==> config.mk <==
export PLATFORM = sky130hd
export DESIGN_NAME = srcpc_phase_ctrl
export DESIGN_NICKNAME = d
export VERILOG_FILES = /design/src/rtl/srcpc_pkg.sv /design/src/rtl/srcpc_slot_ctr.sv /design/src/rtl/srcpc_ratio_lut.sv /design/src/rtl/srcpc_phase_step.sv /design/src/rtl/srcpc_phase_ctrl.sv
export SDC_FILE = /design/constraint.sdc
export NUM_CORES = 1
export LEC_CHECK = 0
export BUFFER_PORTS_ARGS = -buffer_cell sky130_fd_sc_hd__buf_2
export CORE_MARGIN = 8
export CORE_UTILIZATION = 60
export DETAILED_ROUTE_END_ITERATION = 12
export GPL_TIMING_DRIVEN = 0
export PLACE_DENSITY = 0.75
export SLEW_MARGIN = 20
export SYNTH_ARGS = -nofsm -noshare
export SYNTH_HDL_FRONTEND = slang
export SYNTH_SLANG_ARGS = --single-unit
==> constraint.sdc <==
create_clock -name clk -period 9.5 [get_ports clk]
set_input_delay 2.375 -clock clk [delete_from_list [all_inputs] [get_ports clk]]
set_output_delay 2.375 -clock clk [all_outputs]
set_load 0.005 [all_outputs]
==> src/rtl/srcpc_pkg.sv <==
package srcpc_pkg;

    localparam int CODE_W    = 3;
    localparam int STEP_W    = 4;
    localparam int PH_W      = 5;
    localparam int ADDR_W    = 5;
    localparam int NUM_CODES = 1 << CODE_W;

    typedef enum logic [1:0] {
        MD_RUN  = 2'd0,
        MD_HOLD = 2'd1,
        MD_SKIP = 2'd2
    } chan_mode_e;

    // Input-side step per ratio code; the reserved code falls back to bypass.
    function automatic logic [STEP_W-1:0] step_in_of(input logic [CODE_W-1:0] code);
        case (code)
            3'd1:    step_in_of = 4'd3;
            3'd2:    step_in_of = 4'd5;
            3'd3:    step_in_of = 4'd5;
            3'd4:    step_in_of = 4'd4;
            3'd5:    step_in_of = 4'd8;
            3'd6:    step_in_of = 4'd6;
            default: step_in_of = 4'd1;
        endcase
    endfunction

    function automatic logic [STEP_W-1:0] step_out_of(input logic [CODE_W-1:0] code);
        case (code)
            3'd1:    step_out_of = 4'd4;
            3'd2:    step_out_of = 4'd8;
            3'd3:    step_out_of = 4'd6;
            3'd4:    step_out_of = 4'd3;
            3'd5:    step_out_of = 4'd5;
            3'd6:    step_out_of = 4'd5;
            default: step_out_of = 4'd1;
        endcase
    endfunction

    // Ratios are stacked in code order, each taking step_in addresses.
    function automatic logic [ADDR_W-1:0] base_of(input logic [CODE_W-1:0] code);
        logic [ADDR_W-1:0] acc;
        acc = '0;
        if (code != CODE_W'(NUM_CODES - 1)) begin
            for (int k = 0; k < NUM_CODES - 1; k++) begin
                if (CODE_W'(k) < code) begin
                    acc = acc + ADDR_W'(step_in_of(CODE_W'(k)));
                end
            end
        end
        base_of = acc;
    endfunction

endpackage

==> src/rtl/srcpc_slot_ctr.sv <==
module srcpc_slot_ctr #(
    parameter int NCH  = 8,
    parameter int CH_W = (NCH > 1) ? $clog2(NCH) : 1
) (
    input  logic            clk,
    input  logic            rst_n,
    output logic [CH_W-1:0] slot
);

    localparam logic [CH_W-1:0] LAST = CH_W'(NCH - 1);

    always_ff @(posedge clk) begin
        if (!rst_n) begin
            slot <= '0;
        end else if (slot == LAST) begin
            slot <= '0;
        end else begin
            slot <= slot + 1'b1;
        end
    end

endmodule

==> src/rtl/srcpc_ratio_lut.sv <==
module srcpc_ratio_lut
    import srcpc_pkg::*;
(
    input  logic [CODE_W-1:0] code,
    output logic [STEP_W-1:0] step_in,
    output logic [STEP_W-1:0] step_out,
    output logic [ADDR_W-1:0] base_addr
);

    logic [ADDR_W-1:0] base_tab [NUM_CODES];

    // One constant base per code, computed from the stacked layout.
    for (genvar g = 0; g < NUM_CODES; g++) begin : g_base
        assign base_tab[g] = base_of(CODE_W'(g));
    end

    always_comb begin
        step_in   = step_in_of(code);
        step_out  = step_out_of(code);
        base_addr = base_tab[code];
    end

endmodule

==> src/rtl/srcpc_phase_step.sv <==
module srcpc_phase_step
    import srcpc_pkg::*;
(
    input  chan_mode_e        cur_mode,
    input  logic [PH_W-1:0]   cur_phase,
    input  logic              in_valid,
    input  logic [STEP_W-1:0] step_in,
    input  logic [STEP_W-1:0] step_out,
    output logic              shift,
    output logic              vout,
    output chan_mode_e        nxt_mode,
    output logic [PH_W-1:0]   nxt_phase
);

    logic [PH_W:0] sum;
    logic [PH_W:0] sin_w;
    logic          advance;
    logic          consume;

    assign sum   = {1'b0, cur_phase} + (PH_W+1)'(step_out);
    assign sin_w = (PH_W+1)'(step_in);

    always_comb begin
        shift     = 1'b0;
        vout      = 1'b0;
        advance   = 1'b0;
        consume   = 1'b0;
        nxt_mode  = cur_mode;
        nxt_phase = cur_phase;

        unique case (cur_mode)
            MD_HOLD: begin
                vout    = 1'b1;
                advance = 1'b1;
            end
            MD_SKIP: begin
                if (in_valid) begin
                    shift   = 1'b1;
                    consume = 1'b1;
                end
            end
            default: begin
                if (in_valid) begin
                    shift   = 1'b1;
                    vout    = 1'b1;
                    advance = 1'b1;
                end
            end
        endcase

        if (advance) begin
            if (sum < sin_w) begin
                nxt_mode  = MD_HOLD;
                nxt_phase = PH_W'(sum);
            end else begin
                nxt_mode  = ((sum >> 1) >= sin_w) ? MD_SKIP : MD_RUN;
                nxt_phase = PH_W'(sum - sin_w);
            end
        end else if (consume) begin
            nxt_mode  = (({1'b0, cur_phase} >> 1) >= sin_w) ? MD_SKIP : MD_RUN;
            nxt_phase = PH_W'({1'b0, cur_phase} - sin_w);
        end
    end

endmodule

==> src/rtl/srcpc_phase_ctrl.sv <==
module srcpc_phase_ctrl
    import srcpc_pkg::*;
#(
    parameter int NCH  = 8,
    parameter int CH_W = (NCH > 1) ? $clog2(NCH) : 1
) (
    input  logic              clk,
    input  logic              rst_n,
    input  logic              in_valid,
    input  logic [CODE_W-1:0] ratio_code,
    output logic [CH_W-1:0]   slot,
    output logic              shift_en,
    output logic              out_valid,
    output logic [CH_W-1:0]   out_chan,
    output logic [ADDR_W-1:0] coef_addr
);

    logic [PH_W-1:0]   ph_mem [NCH];
    chan_mode_e        md_mem [NCH];
    logic [CODE_W-1:0] cd_mem [NCH];

    logic [STEP_W-1:0] step_in;
    logic [STEP_W-1:0] step_out;
    logic [ADDR_W-1:0] base_addr;
    logic              restart;
    chan_mode_e        cur_mode;
    logic [PH_W-1:0]   cur_phase;
    logic              shift;
    logic              vout;
    chan_mode_e        nxt_mode;
    logic [PH_W-1:0]   nxt_phase;

    srcpc_slot_ctr #(.NCH(NCH), .CH_W(CH_W)) u_slot (
        .clk   (clk),
        .rst_n (rst_n),
        .slot  (slot)
    );

    srcpc_ratio_lut u_lut (
        .code      (ratio_code),
        .step_in   (step_in),
        .step_out  (step_out),
        .base_addr (base_addr)
    );

    // A new ratio code on a channel starts it afresh.
    assign restart   = (ratio_code != cd_mem[slot]);
    assign cur_mode  = restart ? MD_RUN : md_mem[slot];
    assign cur_phase = restart ? '0 : ph_mem[slot];

    srcpc_phase_step u_step (
        .cur_mode  (cur_mode),
        .cur_phase (cur_phase),
        .in_valid  (in_valid),
        .step_in   (step_in),
        .step_out  (step_out),
        .shift     (shift),
        .vout      (vout),
        .nxt_mode  (nxt_mode),
        .nxt_phase (nxt_phase)
    );

    // Per-channel state write-back.
    always_ff @(posedge clk) begin
        if (!rst_n) begin
            for (int k = 0; k < NCH; k++) begin
                ph_mem[k] <= '0;
                md_mem[k] <= MD_RUN;
                cd_mem[k] <= '0;
            end
        end else begin
            ph_mem[slot] <= nxt_phase;
            md_mem[slot] <= nxt_mode;
            cd_mem[slot] <= ratio_code;
        end
    end

    // Registered turn results.
    always_ff @(posedge clk) begin
        if (!rst_n) begin
            shift_en  <= 1'b0;
            out_valid <= 1'b0;
            out_chan  <= '0;
            coef_addr <= '0;
        end else begin
            shift_en  <= shift;
            out_valid <= vout;
            out_chan  <= slot;
            coef_addr <= vout ? (base_addr + ADDR_W'(cur_phase)) : '0;
        end
    end

endmodule

==> results.txt, run 1 <==
critical path launch point type - primary input
die footprint - 12020 um2
RD Place Congestion - 0.9061
multiplexer area fraction after synthesis - 7.209%
Slew HR - 32.78%
Die Ht - 109.6 um
CTS H-tree lvls - 3
pin count of the biggest net entering global routing - 17
post-synthesis simple-gate area fraction - 15.08%
Ys Warns - 0
I/O pin total - 19
hold buffers post-CTS - 0
Synth cell types - 63
CTS clk-pin slew, worst paths - 0.09 ns
Worst Max-Slew Pin Slew - 1.008 ns
Post-CTS Setup Bufs - 0
ANT cells - 0
Global Route Usage Sum - 22.63%
Reg-to-Reg End - ph_mem[7][3]
first element of the critical path - ratio_code[2]
worst hold path type - reg2reg
PD cells - 178.1 nW/um2
Yosys reg bits - 93
Tcrit/Tclk final - 71.52%
final hold vios - 0
drt via density - 6.377
Critical Path Sink - ph_mem[7][3]
Final setup viols - 0
CTS tree - yes
Nets - 551
Required @ worst endpoint - 9.59 ns
FFs w/ async S/R, synth - 0%
clk buf depth - 2
proportion of layout cells with a drive suffix above 1 - 12.88%
commonest cells in the netlist - 93 x nor2_1, 80 x edfxtp_1, 29 x ha_1
Port Buffer Count - 17
share of the synthesized area in the top cell type - 45.68%
Synth Area in XOR/XNOR - 2.665%
row cnt - 34
Layout Cells excl Fill - 628
number of global-route vias before repair - 3831
CP endpoint kind - flip-flop
most used routing layer - met2
Worst-Skew Late Latency - 0.37 ns
top post-synthesis cells by area - edfxtp_1 46%, ha_1 6.9%, nor2_1 6.6%
Routed WL - 13.08 mm
post-route ant nets - 0
initial antenna violation count - 0
WS Path Type - in2reg
outcome - finished clean
syn_nets - 518
sequential fraction of the synthesis area - 50.63%
first-pass GRT wire length - 20.29 mm
R2R setup slack - 3.52 ns
P_leak - 2.247 nW
Initial Util - 61.20%
adder-cell share of the synthesized area - 8.423%
total CTS buffers - 9
DRC Markers - 0
cts repair resizes - 0
minimum clock period - 6.795 ns
Setup TNS - 0 ns
most common cell in the netlist - nor2_1
hold_ws - 0.6976 ns
worst-path maximum fanout - 10
synthesized area per cell - 10.91 um2
CTS sink count - 93
dominant synthesized flop cell - edfxtp_1
Mapped Cells - 482
core area - 8593 um2
grt met1 use - 30.55%
RSZ-0062 raised after global routing - no
wire per inst - 20.82 um
Detailed Route Iter0 Violations - 328
Clock Skew - 0.01467 ns
number of vias in the routed layout - 4005
Worst R2R Path Depth - 18
Final HPWL DP - 9.256 mm
complex-gate fraction of the synthesized area - 12.44%
largest family of logic cells by synthesized area - simple AND/OR/NAND/NOR gates
Layout area overhead - 8.780%
met2 Use GR - 35.49%
Clock Tree Root - clkbuf_8
Die W - 109.6 um
Final Util - 66.57%
EDFF count, synth - 80
DRT Pass-1 Iters - 5
Yosys top cell by area - edfxtp_1
total grt overflow - 0
synthesized area - 5259 um2
Slew Limit Fails - 0
GRT met3 Usage - 3.810%
crit path DAT - 6.88 ns
Final Total Pwr - 0.001019 W
Placed Cells - 612
Max Freq - 0.1472 GHz
R2R Path Start - u_slot.slot[2]
Max IR drop VDD - 105.0 uV
max-cap violations - 0
==> routing by layer <==
metal  vias up  routed length (um)
met5         -                   0
met4         0                 315
met3        27                1184
met2       203                6015
met1      1932                5559
li1       1843                   -
==> sequential cells by signal, indices dropped and copies added (netlist names) <==
signal       flops
ph_mem          40
cd_mem          24
md_mem          16
coef_addr        5
out_chan         3
u_slot.slot      3
out_valid        1
shift_en         1
==> layout by cell type, fill, tap and decap left out, types with 3 or more instances in the layout <==
cell and instances:
a211o_1 4, a211oi_1 6, a21o_1 10, a21oi_1 13, a31oi_1 4, and2_1 4
and3_1 3, buf_2 18, buf_4 6, buf_6 4, clkbuf_1 15, clkbuf_8 9
dfxtp_1 13, edfxtp_1 80, ha_1 29, inv_1 15, maj3_1 6, mux2_2 9
mux2i_1 21, mux4_2 3, nand2_1 28, nand2b_1 7, nand3_1 10, nor2_1 93
nor2b_1 5, nor3_1 13, o211ai_1 4, o21ai_0 5, o21ai_1 6, o221ai_1 6
o22ai_1 9, xnor2_1 9, xor2_1 7
==> where the power goes <==
| group | internal (W) | total (W) | leakage [nW] | switching, W |
|---|---|---|---|---|
| clock | 0.000124 | 0.000267 | 0.0973 | 0.000144 |
| combinational | 0.0000955 | 0.000269 | 1.20 | 0.000174 |
| sequential | 0.000473 | 0.000482 | 0.947 | 0.00000890 |
| total | 0.000693 | 0.00102 | 2.25 | 0.000326 |
==> critical path, cell delays in order <==
cell	delay (ns)
buf_2	0.12
or3_1	0.42
a211o_1	0.32
buf_6	0.15
nor2_1	0.13
clkbuf_1	0.41
ha_1	0.36
a31o_2	0.21
a31oi_1	0.30
xnor2_1	0.27
ha_1	0.33
a21o_1	0.22
nor2_1	0.36
nand4_1	0.17
a221oi_2	0.59
nor3_1	0.14
==> through the flow <==
stage	area, um2	setup slack (ns)
final	5720	2.705
after global routing	5720	2.456
after CTS	5720	2.792
after detailed placement	5524	2.444
after global placement	5479	2.457
after floorplan	5259	3.200
==> worst min path at each step <==
stage / from / to / slack [ns] / cells after the start
2_1_floorplan: u_slot.slot[0] / u_slot.slot[1] / 0.65 / 2
3_3_place_gp: u_slot.slot[0] / u_slot.slot[1] / 0.65 / 2
3_5_place_dp: u_slot.slot[0] / u_slot.slot[1] / 0.68 / 2
4_1_cts: u_slot.slot[0] / u_slot.slot[1] / 0.71 / 2
5_1_grt: u_slot.slot[0] / u_slot.slot[1] / 0.73 / 2
6_report: u_slot.slot[0] / u_slot.slot[1] / 0.70 / 2
==> kinds of logic after synthesis <==
kind of cell | Yosys count
compound gates | 88
xor+xnor | 16
fa+ha+maj | 36
buf+inv | 39
flops | 93
mux | 33
simple gates | 177
==> layout make-up <==
class	count	area (um2)
Clock inverter	6	68.82
Clock buffer	10	127.6
Sequential cell	93	2663
Multi-Input combinational cell	350	2417
Buffer	21	113.9
Tap cell	108	135.1
Inverter	18	72.57
Timing Repair Buffer	22	122.6
Fill cell	649	2873
Power figures use the tool's default switching activity.
==> run 2: changes to the inputs <==
- CORE_UTILIZATION: 60 -> 56
- PLACE_DENSITY: 0.75 -> 0.73
- clock period: 9.5 -> 5.8 ns (I/O delays scaled with it)
==> run 2 against run 1 <==
Power rose by 63%; sequential cell count is the same; combinational power up 68%; via count shrank 3.1%; first-iteration DRC count decreased by 6.4%; die area up 6.1%; worst setup slack lost 2.5 ns; sequential share of layout area is 0.21 points lower; routed wire length decreased by 1.2%; utilization shrank 4.1 points; register-to-register slack got worse by 3.3 ns; largest cell class unchanged; largest power group unchanged.
==> results.txt, run 2 (synthesized netlist as in run 1, its figures left out) <==
Clock Tree Root - clkbuf_8
CP endpoint kind - flip-flop
die footprint - 12750 um2
cts repair resizes - 3
minimum clock period - 5.615 ns
R2R setup slack - 0.27 ns
P_leak - 2.269 nW
RD Place Congestion - 0.9246
Die Ht - 112.9 um
Slowest Stage Delay on Critical Path - 0.46 ns
Nets - 551
Port Buffer Count - 17
Final Total Pwr - 0.001666 W
CTS sink count - 93
Slew HR - 35.14%
wire per inst - 20.47 um
Initial Util - 57.18%
WS Path Type - in2reg
final hold vios - 0
DRC Markers - 0
Clock Skew - 0.01400 ns
ANT cells - 0
Top delay family on crit path - compound AO/OA/AOI/OAI gates
Detailed Route Iter0 Violations - 307
row cnt - 35
CTS tree - yes
post-route ant nets - 0
most frequent cells in the layout - 93 x nor2_1, 80 x edfxtp_1, 29 x ha_1
Slew Limit Fails - 0
total grt overflow - 0
outcome - finished clean
CP max stage cell - a221oi_4
PD cells - 289.8 nW/um2
Worst Max-Slew Pin Slew - 0.9664 ns
core area - 9196 um2
Tcrit/Tclk final - 96.81%
FILL cells - 729
Setup TNS - 0 ns
drt via density - 6.151
max FFs per register - 40
first-pass GRT wire length - 20.48 mm
clk buf depth - 2
Global Route Usage Sum - 20.80%
initial antenna violation count - 0
Largest regs - ph_mem: 40 flops, cd_mem: 24 flops, md_mem: 16 flops
Final HPWL DP - 9.303 mm
CTS H-tree lvls - 3
worst hold path type - reg2reg
crit path DAT - 5.71 ns
commonest non-fill, non-tap cell in the layout - nor2_1
Die W - 112.9 um
I/O pin total - 19
Worst-Skew Late Latency - 0.37 ns
number of vias in the routed layout - 3881
Post-CTS Setup Bufs - 0
Top reg by flops - ph_mem
worst path cell trace - buf_2 -> or3_1 -> a211o_1 -> buf_6 -> nor2_1 -> clkbuf_2 -> ha_1 -> a31o_2 -> a31oi_1 -> xnor2_1 -> ha_1 -> a21o_1 -> nor2_1 -> nand4_1 -> a221oi_4 -> nor3_1
worst path bufs/invs - 3
DRT Pass-1 Iters - 5
Final setup viols - 0
number of global-route vias before repair - 3823
Max IR drop VDD - 172.0 uV
critical path launch point type - primary input
max-cap violations - 0
CTS clk-pin slew, worst paths - 0.10 ns
Routed WL - 12.92 mm
total CTS buffers - 9
hold buffers post-CTS - 0
Max Freq - 0.1781 GHz
Required @ worst endpoint - 5.89 ns
RSZ-0062 raised after global routing - no
proportion of layout cells with a drive suffix above 1 - 14.04%
worst-path maximum fanout - 10
pin count of the biggest net entering global routing - 19
Layout area overhead - 9.279%
[run 2: cell types whose count changed in the layout (fill, tap and decap cells not counted), sizes merged]
cell / delta
inv: +2
bufinv: -1
clkinvlp: -1
clkbuf: -1
clkinv: +1
[run 2: worst paths after layout]
check | startpoint | endpoint | depth (start not counted)
worst max-delay path | ratio_code[2] | ph_mem[5][3] | 16
worst min-delay path | u_slot.slot[0] | u_slot.slot[1] | 2
worst max register to register | u_slot.slot[1] | ph_mem[5][3] | 18
worst min register to register | u_slot.slot[0] | u_slot.slot[1] | 2
[run 2: power breakdown]
| part | total, W | internal, W | leakage, nW | switching [W] |
|---|---|---|---|---|
| Combinational | 0.000451 | 0.000160 | 1.22 | 0.000290 |
| Sequential | 0.000789 | 0.000775 | 0.947 | 0.0000140 |
| Clock | 0.000426 | 0.000167 | 0.0995 | 0.000258 |
| Total | 0.00167 | 0.00110 | 2.27 | 0.000562 |
[run 2: layout make-up]
cell class | count | area (um2) | share of cell area, %
buffer | 21 | 117.6 | 2.047
clock buffer | 9 | 123.9 | 2.155
clock inverter | 7 | 65.06 | 1.132
inverter | 18 | 72.57 | 1.263
multi-input combinational | 350 | 2444 | 42.52
sequential | 93 | 2663 | 46.33
tap | 111 | 138.9 | 2.417
timing repair buffer | 22 | 122.6 | 2.134
[run 2: routing by layer]
metal	GRT usage [%]	wire [um]
met1	27.66	5421
met2	33.48	6060
met3	4.047	1276
met4	6.838	157
met5	0	0
[run 2: stage by stage]
step	instance area, um2	worst slack (ns)	util, %	std cells	hold slack, ns
after floorplan	5259	0.4246	-	482	0.6540
after global placement	5483	-0.3410	59.62	610	0.6500
after detailed placement	5524	-0.4006	60.07	615	0.6552
after CTS	5731	0.1034	62.31	631	0.6798
final	5747	0.1848	62.49	631	0.6725
after global routing	5747	0.01159	62.49	631	0.6939
[run 2: worst register-to-register path: stages (launching register included)]
cell and delay (ns):
dfxtp_1 0.47, buf_2 0.33, mux2i_1 0.22, o2bb2ai_1 0.11, or3_1 0.42, a211o_1 0.33
buf_6 0.15, nor2_1 0.14, clkbuf_2 0.27, ha_1 0.33, a31o_2 0.22, a31oi_1 0.27
xnor2_1 0.30, ha_1 0.35, a21o_1 0.22, nor2_1 0.36, nand4_1 0.21, a221oi_4 0.46
nor3_1 0.13
==> run 3: changes to the inputs <==
- REMOVE_ABC_BUFFERS: unset -> 1
==> run 3 against run 2 <==
Utilization down 0.14 points; clock skew up 0.0042 ns; hold slack better by 0.028 ns; global-route usage down 0.47 points; fmax up 1.3%; final cell count down 2.9%; worst setup slack better by 0.074 ns; die area unchanged; register-to-register slack better by 0.08 ns; critical endpoint is now ph_mem[5][1]; largest power group unchanged; highest routed layer unchanged.
==> results.txt, run 3 (synthesized netlist as in run 1, its figures left out) <==
outcome - finished clean
Hold Crit Start - u_slot.slot[1]
first-pass GRT wire length - 19.79 mm
Nets - 533
Tcrit/Tclk final - 95.53%
Final Total Pwr - 0.001691 W
Slew Limit Fails - 0
Layout area overhead - 9.041%
worst-path maximum fanout - 13
I/O pin total - 19
CTS sink count - 93
worst hold path type - reg2reg
Final setup viols - 0
WS Path Type - in2reg
Detailed Route Iter0 Violations - 347
RD Place Congestion - 0.8351
ANT cells - 0
R2R setup slack - 0.35 ns
CP most frequent cell - ha_1
Top reg by flops - ph_mem
first element of the critical path - ratio_code[2]
Critical Path Sink - ph_mem[5][1]
Layout Cells excl Fill - 613
Largest regs - ph_mem: 40 flops, cd_mem: 24 flops, md_mem: 16 flops
final hold vios - 0
Clock Skew - 0.01818 ns
Max IR drop VDD - 143.9 uV
Die Ht - 112.9 um
Port Buffer Count - 18
total grt overflow - 0
hold depth - 1
Required @ worst endpoint - 5.90 ns
die footprint - 12750 um2
R2R Path Start - u_slot.slot[0]
hold_ws - 0.7008 ns
Placement Setup Slack - -0.7747 ns
proportion of layout cells with a drive suffix above 1 - 14.74%
CTS H-tree lvls - 3
CTS tree - yes
Clock Tree Root - clkbuf_8
Initial Util - 57.18%
FILL cells - 758
critical path launch point type - primary input
core area - 9196 um2
RSZ-0062 raised after global routing - no
Final HPWL DP - 8.800 mm
most frequent cells in the layout - 91 x nor2_1, 80 x edfxtp_1, 29 x ha_1
CP endpoint kind - flip-flop
number of vias in the routed layout - 3861
Die W - 112.9 um
worst path cell trace - buf_2 -> or3_1 -> a211o_2 -> nor2_4 -> ha_1 -> a31o_2 -> a31oi_1 -> xnor2_1 -> ha_1 -> a21o_1 -> nor2_2 -> nand2b_4 -> a31oi_2 -> nor2_1
max-cap violations - 0
minimum clock period - 5.541 ns
commonest non-fill, non-tap cell in the layout - nor2_1
post-route ant nets - 0
Slew HR - 36.84%
Worst R2R Path Depth - 16
setup ws final - 0.2590 ns
DRC Markers - 0
total CTS buffers - 9
clk buf depth - 2
crit path DAT - 5.64 ns
number of global-route vias before repair - 3697
P_leak - 2.242 nW
Reg-to-Reg End - ph_mem[5][1]
Placed Cells - 596
Max Freq - 0.1805 GHz
DRT Pass-1 Iters - 5
drt via density - 6.299
Worst-Skew Late Latency - 0.38 ns
CP max stage cell - a31oi_2
initial antenna violation count - 0
fin area - 5734 um2
PD cells - 294.9 nW/um2
CTS clk-pin slew, worst paths - 0.10 ns
pin count of the biggest net entering global routing - 32
Slowest Stage Delay on Critical Path - 0.54 ns
Routed WL - 12.75 mm
Worst Max-Slew Pin Slew - 0.9411 ns
wire per inst - 20.80 um
max FFs per register - 40
Global Route Usage Sum - 20.33%
row cnt - 35
DP Area - 5465 um2
[run 3: changes by cell type in the layout (fill, tap and decap cells not counted), moves of 3 or more]
| cell | before | now |
|---|---|---|
| dfxtp_1 | 13 | 10 |
| buf_6 | 4 | 1 |
| inv_8 | 3 | 0 |
| clkbuf_1 | 12 | 1 |
| buf_4 | 6 | 3 |
[run 3: critical path, delay by kind of cell]
kind | cells | cell delay (ns)
XOR/XNOR | 1 | 0.30
buffers and inverters | 1 | 0.17
AND/OR/NAND/NOR | 5 | 1.22
adder cells (fa/ha/maj) | 2 | 0.70
AO/OA/AOI/OAI | 5 | 1.78
[run 3: cell type report]
type	count	area (um2)	area share, %
sequential	93	2671	46.59
multi-input combinational	350	2462	42.94
timing repair buffer	25	191.4	3.338
tap	111	138.9	2.422
clock buffer	10	127.6	2.226
inverter	18	72.57	1.266
clock inverter	6	70.07	1.222
[run 3: worst min path at each step]
| stage | to |
|---|---|
| floorplan | out_chan[1] |
| global placement | out_chan[1] |
| detailed placement | out_chan[2] |
| CTS | out_chan[1] |
| global route | out_chan[1] |
| finish | out_chan[1] |
[run 3: per-stage QoR]
| stage | utilization (%) | setup TNS [ns] |
|---|---|---|
| 2_1_floorplan | - | 0 |
| 3_3_place_gp | 58.44 | -40.04 |
| 3_5_place_dp | 59.43 | -26.58 |
| 4_1_cts | 61.97 | 0 |
| 5_1_grt | 62.35 | 0 |
| 6_report | 62.35 | 0 |
[run 3: routing by layer]
layer	up-vias	routed length (um)	GRT usage, %
met5	-	0	0
met2	165	6101	33.12
met1	1864	5449	25.49
li1	1807	-	-
met4	0	275	8.171
met3	25	921	4.952
[run 3: repair_timing]
item / in CTS / in global routing
buffers inserted: 0 / 1
hold buffers: 0 / 0
endpoints found under the setup margin: 56 / 45
gates resized for setup: 7 / 5
pin swaps: 0 / 1
[run 3: power breakdown]
group | switching, W | internal (W)
combinational | 0.000282 | 0.000165
clock | 0.000240 | 0.000203
sequential | 0.0000244 | 0.000776
total | 0.000547 | 0.00114
